## config.mk

```make
export PLATFORM = sky130hd
export DESIGN_NAME = gd_prot_seq
export DESIGN_NICKNAME = d
export VERILOG_FILES = /design/src/rtl/gd_prot_pkg.sv /design/src/rtl/gd_prot_timer.sv /design/src/rtl/gd_prot_ctrl.sv /design/src/rtl/gd_prot_seq.sv
export SDC_FILE = /design/constraint.sdc
export NUM_CORES = 1
export LEC_CHECK = 0
export BUFFER_PORTS_ARGS = -buffer_cell sky130_fd_sc_hd__buf_2
export CAP_MARGIN = 20
export CORE_MARGIN = 4
export CORE_UTILIZATION = 50
export DETAILED_ROUTE_END_ITERATION = 8
export HOLD_SLACK_MARGIN = 0.12
export PLACE_DENSITY = 0.72
export SLEW_MARGIN = 15
export SYNTH_ARGS = -nofsm -noshare
export SYNTH_HDL_FRONTEND = slang
export SYNTH_SLANG_ARGS = --single-unit
```

## constraint.sdc

```tcl
create_clock -name clk -period 2.9 [get_ports clk]
set_input_delay 0.58 -clock clk [delete_from_list [all_inputs] [get_ports clk]]
set_output_delay 0.58 -clock clk [all_outputs]
set_load 0.02 [all_outputs]
```

## src/rtl/gd_prot_pkg.sv

```systemverilog
package gd_prot_pkg;
  localparam int PHASES = 3;

  typedef enum logic [3:0] {
    ST_OFF, ST_REF_A, ST_REF_B, ST_REF_C, ST_WAKE,
    ST_RUN, ST_CSF, ST_LATCH, ST_VREGUV, ST_SLEEP
  } seqState_t;

  typedef struct packed {
    logic              cntClear;
    logic              useWake;
    logic              drvEnable;
    logic              drvFaultN;
    logic [PHASES-1:0] drvRefresh;
  } seqStrobe_t;
endpackage

```

## src/rtl/gd_prot_timer.sv

```systemverilog
module gd_prot_timer
  import gd_prot_pkg::*;
#(
  parameter int REFRESH_CYCLES = 50000,
  parameter int WAKE_CYCLES    = 125000
) (
  input  logic              clk,
  input  logic              rst_n,
  input  seqStrobe_t        strb,
  output logic              cntDone,
  output logic              outEnable,
  output logic [PHASES-1:0] lsRefresh,
  output logic              faultN
);
  localparam int MAX_CYC = (REFRESH_CYCLES > WAKE_CYCLES) ? REFRESH_CYCLES : WAKE_CYCLES;
  localparam int CNT_W   = $clog2(MAX_CYC + 1);
  localparam logic [CNT_W-1:0] REF_LAST  = CNT_W'(REFRESH_CYCLES - 1);
  localparam logic [CNT_W-1:0] WAKE_LAST = CNT_W'(WAKE_CYCLES - 1);

  logic [CNT_W-1:0] cnt;

  assign cntDone = (cnt == (strb.useWake ? WAKE_LAST : REF_LAST));

  always_ff @(posedge clk or negedge rst_n) begin
    if (!rst_n) begin
      cnt       <= '0;
      outEnable <= 1'b0;
      lsRefresh <= '0;
      faultN    <= 1'b1;
    end else begin
      cnt       <= strb.cntClear ? '0 : cnt + 1'b1;
      outEnable <= strb.drvEnable;
      lsRefresh <= strb.drvRefresh;
      faultN    <= strb.drvFaultN;
    end
  end

  // refresh pulses never overlap each other
  a_r9_refresh_onehot: assert property (@(posedge clk) disable iff (!rst_n)
    $onehot0(lsRefresh));
  // refresh never while outputs are enabled
  a_r9_no_overlap: assert property (@(posedge clk) disable iff (!rst_n)
    !(outEnable && (lsRefresh != '0)));
endmodule

```

## src/rtl/gd_prot_ctrl.sv

```systemverilog
module gd_prot_ctrl
  import gd_prot_pkg::*;
(
  input  logic              clk,
  input  logic              rst_n,
  input  logic              vinOk,
  input  logic              vregOk,
  input  logic [PHASES-1:0] bstOk,
  input  logic              csHigh,
  input  logic              csLow,
  input  logic              vdsOc,
  input  logic              shortGnd,
  input  logic              overTemp,
  input  logic              sleepReq,
  input  logic              cntDone,
  output seqStrobe_t        strb
);
  seqState_t state, nextState;
  logic latchHit, bstBad, csTrip;

  assign latchHit = shortGnd | overTemp;
  assign bstBad   = ~&bstOk;
  assign csTrip   = csHigh | vdsOc;

  always_comb begin
    nextState = state;
    if (!vinOk) nextState = ST_OFF;
    else if (sleepReq) nextState = ST_SLEEP;
    else begin
      case (state)
        ST_OFF:    if (vregOk) nextState = ST_REF_A;
        ST_SLEEP:  nextState = ST_WAKE;
        ST_VREGUV: if (vregOk) nextState = ST_REF_A;
        default: begin
          if (!vregOk) nextState = ST_VREGUV;
          else begin
            case (state)
              ST_WAKE:  if (cntDone) nextState = ST_REF_A;
              ST_REF_A: if (cntDone) nextState = ST_REF_B;
              ST_REF_B: if (cntDone) nextState = ST_REF_C;
              ST_REF_C: if (cntDone) nextState = ST_RUN;
              ST_RUN: begin
                if (latchHit) nextState = ST_LATCH;
                else if (bstBad) nextState = ST_REF_A;
                else if (csTrip) nextState = ST_CSF;
              end
              ST_CSF: begin
                if (latchHit) nextState = ST_LATCH;
                else if (bstBad) nextState = ST_REF_A;
                else if (csLow) nextState = ST_RUN;
              end
              default: nextState = state;
            endcase
          end
        end
      endcase
    end
  end

  always_comb begin
    strb.cntClear   = (nextState != state);
    strb.useWake    = (state == ST_WAKE);
    strb.drvEnable  = (nextState == ST_RUN);
    strb.drvFaultN  = !(nextState inside {ST_CSF, ST_LATCH, ST_VREGUV});
    strb.drvRefresh = {nextState == ST_REF_C, nextState == ST_REF_B, nextState == ST_REF_A};
  end

  always_ff @(posedge clk or negedge rst_n) begin
    if (!rst_n) state <= ST_OFF;
    else        state <= nextState;
  end

  // main-rail loss returns to the off state
  a_r1_vin_off: assert property (@(posedge clk) disable iff (!rst_n)
    !vinOk |=> state == ST_OFF);
  // sleep request wins over everything but main-rail loss
  a_r4_sleep: assert property (@(posedge clk) disable iff (!rst_n)
    (vinOk && sleepReq) |=> state == ST_SLEEP);
  // current trip from run
  a_r5_cs_enter: assert property (@(posedge clk) disable iff (!rst_n)
    (state == ST_RUN && vinOk && !sleepReq && vregOk && !latchHit && !bstBad && csTrip)
      |=> state == ST_CSF);
  // latch holds without sleep or undervoltage
  a_r6_latch_hold: assert property (@(posedge clk) disable iff (!rst_n)
    (state == ST_LATCH && vinOk && vregOk && !sleepReq) |=> state == ST_LATCH);
  // gate-rail loss while running
  a_r7_vreg_uv: assert property (@(posedge clk) disable iff (!rst_n)
    (state == ST_RUN && vinOk && !sleepReq && !vregOk) |=> state == ST_VREGUV);
  // refresh phases advance in order
  a_r3_order: assert property (@(posedge clk) disable iff (!rst_n)
    (state == ST_REF_B) |-> $past(state) inside {ST_REF_A, ST_REF_B});
endmodule

```

## src/rtl/gd_prot_seq.sv

```systemverilog
module gd_prot_seq
  import gd_prot_pkg::*;
#(
  parameter int REFRESH_CYCLES = 50000,
  parameter int WAKE_CYCLES    = 125000
) (
  input  logic       clk,
  input  logic       rst_n,
  input  logic       vinOk,
  input  logic       vregOk,
  input  logic [2:0] bstOk,
  input  logic       csHigh,
  input  logic       csLow,
  input  logic       vdsOc,
  input  logic       shortGnd,
  input  logic       overTemp,
  input  logic       sleepReq,
  output logic       outEnable,
  output logic [2:0] lsRefresh,
  output logic       faultN
);
  seqStrobe_t strb;
  logic cntDone;

  gd_prot_ctrl ctrl_i (
    .clk(clk), .rst_n(rst_n), .vinOk(vinOk), .vregOk(vregOk), .bstOk(bstOk),
    .csHigh(csHigh), .csLow(csLow), .vdsOc(vdsOc), .shortGnd(shortGnd),
    .overTemp(overTemp), .sleepReq(sleepReq), .cntDone(cntDone), .strb(strb)
  );

  gd_prot_timer #(.REFRESH_CYCLES(REFRESH_CYCLES), .WAKE_CYCLES(WAKE_CYCLES)) timer_i (
    .clk(clk), .rst_n(rst_n), .strb(strb), .cntDone(cntDone),
    .outEnable(outEnable), .lsRefresh(lsRefresh), .faultN(faultN)
  );
endmodule

```

Yosys cells after proc, flatten, opt, wreduce, memory -nomap -nowiden

Index checks and enable logic that the tools add are counted.
W data, S select, Z words.

Add/subtract/negate cells: 1
Equality and inequality tests: 17
Mux-type cells: 18
Bitwise gates (word level): 2
Reductions and logical operators: 5

Operator list:

| kind                    | number |
|---|---|
| $mux W4                 | 14 |
| $mux W17                | 2 |
| $eq A4 B3 Y1 const B    | 6 |
| $pmux W4 S6             | 1 |
| $add A17 B1 Y17 const B | 1 |
| $eq A17 B17 Y1          | 1 |
| $eq A4 B2 Y1 const B    | 4 |
| $eq A4 B4 Y1 const B    | 3 |
| $eq A4 B1 Y1 const B    | 2 |
| $pmux W4 S2             | 1 |
| $logic_not A4 Y1        | 1 |
| $ne A4 B4 Y1            | 1 |
| $reduce_and A3 Y1       | 1 |
| $reduce_bool A3 Y1      | 1 |
| $or A1 B1 Y1            | 2 |
| $reduce_or A2 Y1        | 1 |
| $logic_not A1 Y1        | 1 |

Register bits: 26
Input bits: 13
Output and inout bits: 5
Logic and storage cells: 48

Logic depth before layout (Yosys ltp)

Gate-level depths: netlist of the first run.

Depth in word-level cells: 12
Gate-level depth with buffers: 9
Gate-level depth less buffers: 7

By module

Synthesis of the first run repeated with hierarchy kept, for this count alone.

Cells, all modules: 191
Area, all modules: 1737.9 um2

By module, submodules not included:

| module        | instances | cells an instance | area each (um2) | sequential area each (um2) |
|---|---|---|---|---|
| gd_prot_timer | 1         | 97                | 991.0           | 551.8 |
| gd_prot_ctrl  | 1         | 94                | 747.0           | 100.1 |

Worst setup path after synthesis of the first run

Ideal clock, no wire load.

Path type: register to register
Start point: register timer_i.cnt[10]
End point: register timer_i.cnt[1]
Setup time: 145 ps
Data arrival time: 2584 ps
Required time: 2755 ps
Path slack: 171 ps
Cell stages (with the launch flop): 8
Clock period less this slack: 2729 ps
Path through: dfrtp_1 > or4b_1 > or4_4 > o21a_1 > or3_1 > a211oi_2 > buf_6 > nor4_1

Longest elaborated chain between the ends: 9
Elaborated cells between the ends (all ways): 12
Those cells by class: eq/ne: 2; mux: 10

RTL lines:

| element                    | RTL line            | RTL |
|---|---|---|
| start: declaration         | gd_prot_timer.sv:20 | `logic [CNT_W-1:0] cnt;` |
| start signal: assignment   | gd_prot_timer.sv:31 | `cnt <= strb.cntClear ? '0 : cnt + 1'b1;` |
| $eq A17 B17 Y1 *           | gd_prot_timer.sv:22 | `assign cntDone = (cnt == (strb.useWake ? WAKE_LAST : REF_LAST));` |
| $mux W4 (on tied branches) | --                  |  |
| $pmux W4 S6 *              | gd_prot_ctrl.sv:37  | `case (state)` |
| $mux W4 *                  | gd_prot_ctrl.sv:35  | `if (!vregOk) nextState = ST_VREGUV;` |
| $pmux W4 S2 *              | gd_prot_ctrl.sv:30  | `case (state)` |
| $mux W4 *                  | gd_prot_ctrl.sv:28  | `else if (sleepReq) nextState = ST_SLEEP;` |
| $mux W4 *                  | gd_prot_ctrl.sv:27  | `if (!vinOk) nextState = ST_OFF;` |
| $ne A4 B4 Y1 *             | gd_prot_ctrl.sv:61  | `strb.cntClear = (nextState != state);` |
| $mux W17 *                 | gd_prot_timer.sv:31 |  |

Every way passes the cells marked *; elsewhere a longest branch is shown, timed or not.

Worst setup path in the final report of the first run

Start point: register timer_i.cnt[4]
End point: register timer_i.cnt[3]

Same word-level chain as after synthesis.

==> results of run 1 <==
-- state kept, by name (all words and copies together) (netlist names) --
signal / count
timer_i.cnt: 17
timer_i.lsRefresh: 3
timer_i.outEnable: 1
timer_i.faultN: 1
ctrl_i.state: 4
-- cell usage in the layout (no fill, tap or decap), drive strengths merged, types with 2 or more instances in the layout --
cell type   n
nand3b      2
nand2      15
clkbuf      3
nor3        3
or4         2
o21ai      10
a2111oi     2
a211o       2
nand2b      6
nand4       5
or2         2
nor4b      19
dfrtp      25
and3        3
a21oi       6
inv         7
nor4        5
nand3      12
or3         2
a211oi      2
xor2       11
a311oi      2
o311ai      2
buf        28
a21o        5
nor2       30
xnor2       5
-- layout make-up --
cell class              count  area (µm²)
multi-input cells         172        1170
flip-flops and latches     26         652
clock inverters             1        30.0
repair buffers             28         168
clock buffers               3        41.3
inverters                   7        26.3
fillers                   335        1520
well taps                  48        60.1
-- critical path, stage by stage (launching register included) --
cell and delay [ns]:
dfrtp_1 0.42, or4b_1 0.53, or4_4 0.46, o21a_1 0.23, nor4b_1 0.35, a211oi_2 0.08
buf_4 0.22, nor4b_1 0.33
-- report_power, final --
group	total, mW	internal [mW]	leakage [nW]	switching (mW)
clock	0.298	0.185	0.0357	0.113
combinational	0.137	0.0487	0.487	0.0881
sequential	0.381	0.372	0.355	0.00905
total	0.815	0.605	0.878	0.210
-- worst max path at each step --
stage | cells past startpoint | end | start
after floorplan | 7 | timer_i.cnt[1] | timer_i.cnt[10]
after global placement | 7 | timer_i.cnt[2] | timer_i.cnt[4]
after detailed placement | 7 | timer_i.cnt[5] | timer_i.cnt[4]
after CTS | 7 | timer_i.cnt[5] | timer_i.cnt[4]
after global routing | 7 | timer_i.cnt[5] | timer_i.cnt[4]
final | 7 | timer_i.cnt[3] | timer_i.cnt[4]
-- per-layer routing --
layer,vias to the layer above,routed length (µm)
met1,799,1990
met2,38,2120
met4,0,51
met5,-,0
li1,848,-
met3,5,166
-- cells by family after synthesis --
family | Yosys count | synth area share [%]
XOR/XNOR | 16 | 7.37
flip-flops | 26 | 34.3
AND/OR/NAND/NOR | 112 | 36.3
AO/OA/AOI/OAI | 42 | 16.1
buffers and inverters | 22 | 4.81
adder cells (fa/ha/maj) | 2 | 1.18
-- repair_timing --
action	in CTS	in global routing
gates resized for setup	0	2
endpoints found under the setup margin	0	13
setup buffers	0	0
hold buffers	0	0
-- metrics by stage --
stage / hold WS [ns] / setup slack, ns / std cells / instance area, µm²
2_1_floorplan: 0.284 / 0.171 / 220 / 1900
3_3_place_gp: 0.608 / 0.249 / 281 / 2060
3_5_place_dp: 0.607 / 0.105 / 281 / 2060
4_1_cts: 0.306 / 0.0758 / 285 / 2130
5_1_grt: 0.333 / 0.0163 / 285 / 2150
6_report: 0.295 / 0.161 / 285 / 2150
==> metrics.md, run 1 <==
| Metric | Value |
|---|---|
| Slew margin rel. | `56.5%` |
| Period utilization | `94.5%` |
| Die area | `0.00485 mm²` |
| Total Power | `0.815 mW` |
| RR Endpoint | `timer_i.cnt[3]` |
| Wire per inst | `15.2 µm` |
| Top Usage Layer GRT | `met2` |
| GRT met3 Usage | `2.61%` |
| Post-Syn Nets | `234` |
| Worst-path fanout max | `17` |
| Required @ worst endpoint | `3.06 ns` |
| Final Hold Vio Count | `0` |
| Nets@finish | `252` |
| Num ports | `18` |
| Vias | `1690` |
| Largest net degree at the start of global routing | `27` |
| Residual DRC | `0` |
| R2r setup slk | `0.16 ns` |
| Met1 Use GR | `23.9%` |
| Die width | `69.7 µm` |
| P_leak | `0.878 nW` |
| Cells after Synth | `220` |
| PwrDens | `380 mW/mm²` |
| Post-Synthesis Mean Instance Area | `8.64 µm²` |
| Mapped Area | `0.00190 mm²` |
| Routing usage on met2 | `32.1%` |
| Area growth syn-to-layout | `12.9%` |
| CORE AREA | `0.00366 mm²` |
| Async SR Flop Fraction | `100%` |
| Top-count cell post-synth | `nor2_1` |
| Reg-to-reg startpoint | `timer_i.cnt[4]` |
| Outcome | `finished clean` |
| Pins Over Slew Limit | `0` |
| CTS Buffer Depth | `2` |
| Routed Antenna Nets | `0` |
| Cell Rows | `22` |
| Root Driver | `clkbuf_8` |
| CTS tree | `built` |
| CP startpoint kind | `flip-flop` |
| Critical Path AT | `2.90 ns` |
| ANT cells | `0` |
| Placer Congestion | `0.860` |
| First-pass GRT wire length | `7.45 mm` |
| Fmax | `365 MHz` |
| Initial Utilization | `51.9%` |
| CTS sink cnt | `26` |
| Top post-synthesis cells by area | `dfrtp_1 (33%), nor4b_2 (6.3%), nor2_1 (5.9%), nor4b_1 (5.1%), xor2_1 (5.1%)` |
| Tmin final | `2.74 ns` |
| Total track usage | `18.5%` |
| Initial DRC Count | `97` |
| Hold Crit Class | `primary input to asynchronous set/reset pin` |
| Register bit count reported by yosys | `26` |
| VDD IR-drop max | `0.378 mV` |
| Layout cells sized above 1 | `20.3%` |
| CP Class | `flip-flop to flip-flop` |
| Number of port buffers | `17` |
| Register area share after synthesis | `34.3%` |
| Initial antenna violation count | `0` |
| Cell taking the most area after synthesis | `dfrtp_1` |
| Top-area cell type share of the netlist area | `32.9%` |
| First-pass detailed-route iteration total | `4` |
| Number of buffers created by CTS | `3` |
| Vias in the first global route | `1635` |
| R2R depth | `7` |
| Count of cell types in the netlist | `54` |
| Layout Utilization | `58.6%` |
| Clk slew on worst S/H paths | `0.09 ns` |
| Crit path capture type | `flip-flop` |
| Setup Skew | `0.00456 ns` |
| H-tree Lvls | `1` |
| MaxCap Viol Count | `0` |
| RSZ-0062 raised after global routing | `false` |
| Global route overflow | `0` |
| Synth top cells by count | `nor2_1 (30), dfrtp_1 (25), nand2_1 (15)` |
| Final setup violation count | `0` |
| TNS Setup | `0 ns` |
| YS warnings | `0` |
| Hpwl dp | `3.10 mm` |
| Via density | `5.93` |
| Clk_lat worst skew | `0.27 ns` |
| Die H | `69.7 µm` |
| Final WL | `4.33 mm` |
| Post-synth top flop | `dfrtp_1` |
| Worst-margin pin slew | `0.653 ns` |
| Post-synth EDFFs | `0` |
(Power assumes the default switching activity.)
==> run 2: changes to the inputs <==
--- a/config.mk
+++ b/config.mk
@@ -5,6 +5,7 @@
 export SDC_FILE = /design/constraint.sdc
 export NUM_CORES = 1
 export LEC_CHECK = 0
+export ABC_AREA = 1
 export BUFFER_PORTS_ARGS = -buffer_cell sky130_fd_sc_hd__buf_2
 export CAP_MARGIN = 20
 export CORE_MARGIN = 4
==> run 2 against run 1 <==
  * Synthesized cell count rose by 1.4%
  * Global-route usage fell by 1.5 points
  * Worst setup slack improved by 0.57 ns
  * Sequential cell count did not move
  * Synthesized area fell by 12%
  * Clock power fell by 17%
  * Largest cell class unchanged
  * Largest power group unchanged
==> metrics.md, run 2 <==
| Metric | Value |
|---|---|
| CP Class | `flip-flop to flip-flop` |
| Area after DPL | `0.00179 mm²` |
| Post-synth top flop | `dfrtp_1` |
| Register area share after synthesis | `39.1%` |
| Post-CTS Setup Inserts | `0` |
| Number of port buffers | `17` |
| Crit-path leading delay family | `simple AND/OR/NAND/NOR gates` |
| Root Driver | `clkbuf_4` |
| Setup Skew | `0.00284 ns` |
| Mapped Area | `0.00167 mm²` |
| Residual DRC | `0` |
| Area growth syn-to-layout | `10.2%` |
| Top post-synthesis cells by area | `dfrtp_1 (37%), nand2_1 (11%), inv_1 (7.2%), nor2_1 (7.0%), xor2_1 (6.8%)` |
| Cell Rows | `20` |
| Design area | `0.00184 mm²` |
| Final Hold Vio Count | `0` |
| Hold_ws | `0.226 ns` |
| Final WL | `3.11 mm` |
| Top Usage Layer GRT | `met2` |
| Clk_lat worst skew | `0.32 ns` |
| # resized after CTS | `0` |
| Die area | `0.00433 mm²` |
| Largest reg by FF count | `timer_i.cnt` |
| Die width | `65.8 µm` |
| TNS Setup | `0 ns` |
| MaxCap Viol Count | `0` |
| Hpwl dp | `2.44 mm` |
| Tmin final | `2.17 ns` |
| Async SR Flop Fraction | `100%` |
| Routing usage on met2 | `27.3%` |
| First-pass detailed-route iteration total | `4` |
| Cells after Synth | `223` |
| Crit path capture type | `flip-flop` |
| CTS sink cnt | `26` |
| Num ports | `18` |
| Clk slew on worst S/H paths | `0.14 ns` |
| Die H | `65.8 µm` |
| Max reg flops | `17` |
| Outcome | `finished clean` |
| VDD IR-drop max | `0.401 mV` |
| Post-synth EDFFs | `0` |
| CP startpoint kind | `flip-flop` |
| Post-Synthesis Mean Instance Area | `7.48 µm²` |
| CTS Buffer Depth | `2` |
| Required @ worst endpoint | `3.15 ns` |
| RSZ-0062 raised after global routing | `false` |
| Commonest non-fill, non-tap cells in the layout | `nand2_1 (48), inv_1 (32), nor2_1 (31)` |
| H-tree Lvls | `1` |
| Biggest regs | `timer_i.cnt: 17 flops, ctrl_i.state: 4 flops, timer_i.lsRefresh: 3 flops` |
| Slew margin rel. | `62.4%` |
| Number of buffers created by CTS | `3` |
| Vias | `1375` |
| Initial DRC Count | `46` |
| Global route overflow | `0` |
| CP max stage cell | `dfrtp_1` |
| Post-CTS Hold Fix Bufs | `0` |
| Post-Syn Nets | `237` |
| Met1 Use GR | `24.3%` |
| ANT cells | `0` |
| Synth top cells by count | `nand2_1 (48), inv_1 (32), nor2_1 (31)` |
| Register bit count reported by yosys | `26` |
| Pins Over Slew Limit | `0` |
| Most common cell after layout, fill and taps aside | `nand2_1` |
| Via density | `4.81` |
| Largest net degree at the start of global routing | `27` |
| Total track usage | `17.0%` |
| Top-count cell post-synth | `nand2_1` |
| Period utilization | `74.9%` |
| Nets@finish | `257` |
| Fmax | `460 MHz` |
| GRT met3 Usage | `3.40%` |
| Layout cells sized above 1 | `21.9%` |
| Initial antenna violation count | `0` |
| CP max stage delay | `0.51 ns` |
| CTS tree | `built` |
| Final setup violation count | `0` |
| Hold Crit Class | `primary input to asynchronous set/reset pin` |
| Initial Utilization | `53.4%` |
| Placer Congestion | `0.905` |
| Cell taking the most area after synthesis | `dfrtp_1` |
| Worst-path fanout max | `17` |
| Count of cell types in the netlist | `28` |
| CORE AREA | `0.00313 mm²` |
| YS warnings | `0` |
| PwrDens | `404 mW/mm²` |
| WP buf/inv | `1` |
| Vias in the first global route | `1307` |
| Top-area cell type share of the netlist area | `37.5%` |
| Routed Antenna Nets | `0` |
| First-pass GRT wire length | `5.81 mm` |
| P_leak | `0.895 nW` |
| # fillers | `307` |
| Critical Path AT | `2.43 ns` |
| Wire per inst | `10.9 µm` |
| Worst-margin pin slew | `0.565 ns` |
| CP Cell Sequence | `nor2_4 -> inv_2 -> nor2_2 -> nand2_1 -> nand2_1 -> nand3_2 -> nor2_1 -> nor2_1 -> nand2_1 -> a21oi_1 -> nor2_2 -> nand3_4 -> nor2_1` |
[run 2: changes by cell type in the layout (fill, tap and decap cells not counted), sizes merged, moves of 7 or more]
cell	delta
nand2	+36
nor2	+16
nand3	+11
nor4b	-19
o21ai	-7
buf	-11
inv	+29
[run 2: final timing paths]
check	start	endpoint	slack (ns)	cells past startpoint
worst max register to register	ctrl_i.state[0]	timer_i.cnt[1]	0.73	13
min in group clk	timer_i.cnt[0]	timer_i.cnt[0]	0.46	1
worst min-delay path	rst_n	timer_i.cnt[6]	0.23	1
worst min register to register	timer_i.cnt[0]	timer_i.cnt[0]	0.46	1
worst max-delay path	ctrl_i.state[0]	timer_i.cnt[1]	0.73	13
max in group asynchronous	rst_n	timer_i.faultN	2.30	1
[run 2: cell families (layout without fill, tap and decap cells)]
group                      count (synthesis)  after routing  share of synthesized area [%]
buffers and inverters                     38             57                           9.45
DFF                                       26             26                           39.1
adders and majority gates                  1              1                          0.750
xor gates and xnor gates                  15             15                           7.87
and+or+nand+nor                          133            133                           38.5
AOI/OAI and AO/OA                         10             10                           4.35
[run 2: area by class of cell]
cell class | instances | area, µm² | share of cell area, %
clock buffers | 3 | 22.5 | 1.22
inverters | 36 | 135 | 7.35
well taps | 44 | 55.1 | 2.99
clock inverters | 1 | 30.0 | 1.63
repair buffers | 17 | 85.1 | 4.63
flip-flops and latches | 26 | 652 | 35.4
multi-input cells | 159 | 860 | 46.7
[run 2: through the flow]
step / utilization (%) / total power, mW / worst slack (ns) / cells
2_1_floorplan: - / 0.475 / 0.994 / 223
3_3_place_gp: 57.1 / 0.502 / 0.763 / 282
3_5_place_dp: 57.1 / 0.503 / 0.712 / 282
4_1_cts: 58.8 / 0.750 / 0.711 / 286
5_1_grt: 58.8 / 0.793 / 0.488 / 286
6_report: 58.8 / 0.743 / 0.728 / 286
[run 2: worst register-to-register path, cell delays in order (launching register included)]
cell and delay [ns]:
dfrtp_1 0.51, nor2_4 0.19, inv_2 0.06, nor2_2 0.12, nand2_1 0.07, nand2_1 0.08
nand3_2 0.13, nor2_1 0.12, nor2_1 0.05, nand2_1 0.11, a21oi_1 0.09, nor2_2 0.16
nand3_4 0.24, nor2_1 0.17
[run 2: power by group]
| group | leakage, nW | switching [mW] | internal [mW] |
|---|---|---|---|
| clock | 0.0279 | 0.108 | 0.140 |
| sequential | 0.354 | 0.00952 | 0.373 |
| combinational | 0.512 | 0.0768 | 0.0358 |
| total | 0.895 | 0.194 | 0.549 |
[run 2: routing by layer]
metal,vias up,share of wire (%)
met2,21,46
met3,0,3.8
met4,0,0
met5,-,0
li1,729,-
met1,625,50
==> run 3: changes to the inputs <==
--- a/config.mk
+++ b/config.mk
@@ -12,7 +12,7 @@
 export CORE_UTILIZATION = 50
 export DETAILED_ROUTE_END_ITERATION = 8
 export HOLD_SLACK_MARGIN = 0.12
-export PLACE_DENSITY = 0.72
+export PLACE_DENSITY = 0.7
 export SLEW_MARGIN = 15
 export SYNTH_ARGS = -nofsm -noshare
 export SYNTH_HDL_FRONTEND = slang
==> constraint.sdc (replaced) <==
create_clock -name clk -period 2.1 [get_ports clk]
set_input_delay 0.42 -clock clk [delete_from_list [all_inputs] [get_ports clk]]
set_output_delay 0.42 -clock clk [all_outputs]
set_load 0.02 [all_outputs]
==> run 3 against run 2 <==
  * Clock power up 36%
  * Routed wire length up 13%
  * Total power up 48%
  * Non-clock buffer count up 18
  * Critical path depth up 2
  * Clock skew about the same
  * Sequential cell count unchanged
  * Global-route usage up 0.060 points
  * Hold slack better by 0.25 ns
  * Combinational power up 110%
==> metrics.md, run 3 (synthesis results as in run 2) <==
| Metric | Value |
|---|---|
| CTS tree | `built` |
| Crit path capture type | `flip-flop` |
| CTS Buffer Depth | `2` |
| Post-Layout Cell Count | `306` |
| Wire per inst | `11.5 µm` |
| Die area | `0.00433 mm²` |
| Vias in the first global route | `1349` |
| Final WL | `3.52 mm` |
| Final Hold Vio Count | `0` |
| Worst-margin pin slew | `0.558 ns` |
| Largest reg by FF count | `timer_i.cnt` |
| PwrDens | `523 mW/mm²` |
| Fmax | `488 MHz` |
| CORE AREA | `0.00313 mm²` |
| ANT cells | `0` |
| Hold Crit Class | `primary input to flip-flop` |
| Nets@finish | `277` |
| Hold Path Origin | `vinOk` |
| Root Driver | `clkbuf_4` |
| First-pass GRT wire length | `5.90 mm` |
| Largest net degree at the start of global routing | `27` |
| Num ports | `18` |
| Setup WS post-layout | `0.0519 ns` |
| Die width | `65.8 µm` |
| Initial antenna violation count | `0` |
| Die H | `65.8 µm` |
| H-tree Lvls | `1` |
| Clk slew on worst S/H paths | `0.13 ns` |
| Period utilization | `97.5%` |
| Cell Rows | `20` |
| Slew margin rel. | `62.8%` |
| Cell count of the worst hold path | `3` |
| Design area | `0.00211 mm²` |
| MaxCap Viol Count | `0` |
| Number of buffers created by CTS | `3` |
| Global route overflow | `0` |
| Placer Congestion | `0.904` |
| Layout cells sized above 1 | `33.6%` |
| Via density | `4.80` |
| CTS sink cnt | `26` |
| Area after DPL | `0.00184 mm²` |
| Area growth syn-to-layout | `26.3%` |
| RSZ-0062 raised after global routing | `true` |
| Initial Utilization | `53.4%` |
| R2R depth | `15` |
| Initial DRC Count | `99` |
| Hold path endpoint | `ctrl_i.state[0]` |
| Placed insts | `289` |
| Number of port buffers | `17` |
| Reg-to-reg startpoint | `ctrl_i.state[1]` |
| Routed Antenna Nets | `0` |
| CP Class | `flip-flop to flip-flop` |
| Worst-path fanout max | `5` |
| Layout Utilization | `67.4%` |
| Outcome | `finished clean` |
| Residual DRC | `0` |
| Pre-CTS WS | `-0.0319 ns` |
| Most common cell after layout, fill and taps aside | `nand2_1` |
| Biggest regs | `timer_i.cnt: 17 flops, ctrl_i.state: 4 flops, timer_i.lsRefresh: 3 flops` |
| P_leak | `1.00 nW` |
| Max reg flops | `17` |
| Setup Skew | `0.00236 ns` |
| RR Endpoint | `timer_i.cnt[4]` |
| Final setup violation count | `0` |
| Pins Over Slew Limit | `0` |
| R2r setup slk | `0.05 ns` |
| VDD IR-drop max | `0.513 mV` |
| Vias | `1470` |
| Clk_lat worst skew | `0.32 ns` |
| CP startpoint kind | `flip-flop` |
| Critical Path AT | `2.31 ns` |
| First-pass detailed-route iteration total | `4` |
| Tmin final | `2.05 ns` |
| Total track usage | `17.1%` |
| Required @ worst endpoint | `2.36 ns` |
| Hpwl dp | `2.51 mm` |
| CP startpoint | `ctrl_i.state[1]` |
| Commonest non-fill, non-tap cells in the layout | `nand2_1 (46), inv_1 (31), nor2_1 (28)` |
| TNS Setup | `0 ns` |
## run 3: changes by cell type in the layout (fill, tap and decap cells not counted), sizes merged
cell         previous run  this run
nand3                  23        25
buf                    17        34
dlygate4sd3             0         1
## run 3: worst max-delay path by stage
stage / end / depth (start not counted) / slack (ns)
final: timer_i.cnt[4] / 15 / 0.05
after global routing: timer_i.cnt[0] / 15 / -0.13
after CTS: timer_i.cnt[0] / 13 / 0.00009
after detailed placement: timer_i.cnt[12] / 15 / -0.03
after global placement: timer_i.cnt[0] / 14 / -0.03
after floorplan: timer_i.cnt[16] / 10 / 0.20
## run 3: stage by stage
| stage | power [mW] | hold slack, ns |
|---|---|---|
| 6_report | 1.10 | 0.479 |
| 4_1_cts | 1.05 | 0.426 |
| 5_1_grt | 1.16 | 0.469 |
| 3_5_place_dp | 0.701 | 0.444 |
| 3_3_place_gp | 0.701 | 0.435 |
| 2_1_floorplan | 0.656 | 0.124 |
## run 3: worst max-delay path: stages, from the launching register on
cell and delay [ns]:
dfrtp_2 0.48, nor2_4 0.15, buf_4 0.13, nand2_1 0.07, nand2_1 0.07, nand2_1 0.07, nand3_2 0.12, nand2_1 0.07
nand3_2 0.07, nand2_1 0.07, nand2_1 0.08, nand3_2 0.09, nor2_4 0.19, buf_6 0.13, nand3_4 0.10, nor2_1 0.10
## run 3: metal layers
metal / global-route usage (%) / vias to the layer above / routed length [µm]
met1: 24.5 / 680 / 1750
met3: 3.91 / 2 / 93
met4: 1.55 / 0 / 11
met5: 0 / - / 0
met2: 27.3 / 15 / 1670
li1: - / 773 / -
## run 3: what timing repair did
item / in CTS / in global routing
cloned: 1 / 1
hold endpoints to repair: 25 / 0
setup endpoints to repair: 17 / 22
pin swaps: 0 / 8
hold buffers: 1 / 0
resized for setup: 3 / 24
buffers inserted: 0 / 10
## run 3: final cells by class
cell class              instances  area [µm²]
well taps                      44        55.1
repair buffers                 35         230
flip-flops and latches         26         656
inverters                      36         135
multi-input cells             161         980
clock buffers                   3        22.5
clock inverters                 1        30.0
fillers                       258        1020
## run 3: where the power goes
part,internal [mW],total (mW),switching (mW)
combinational,0.0937,0.237,0.143
clock,0.193,0.335,0.142
sequential,0.516,0.531,0.0148
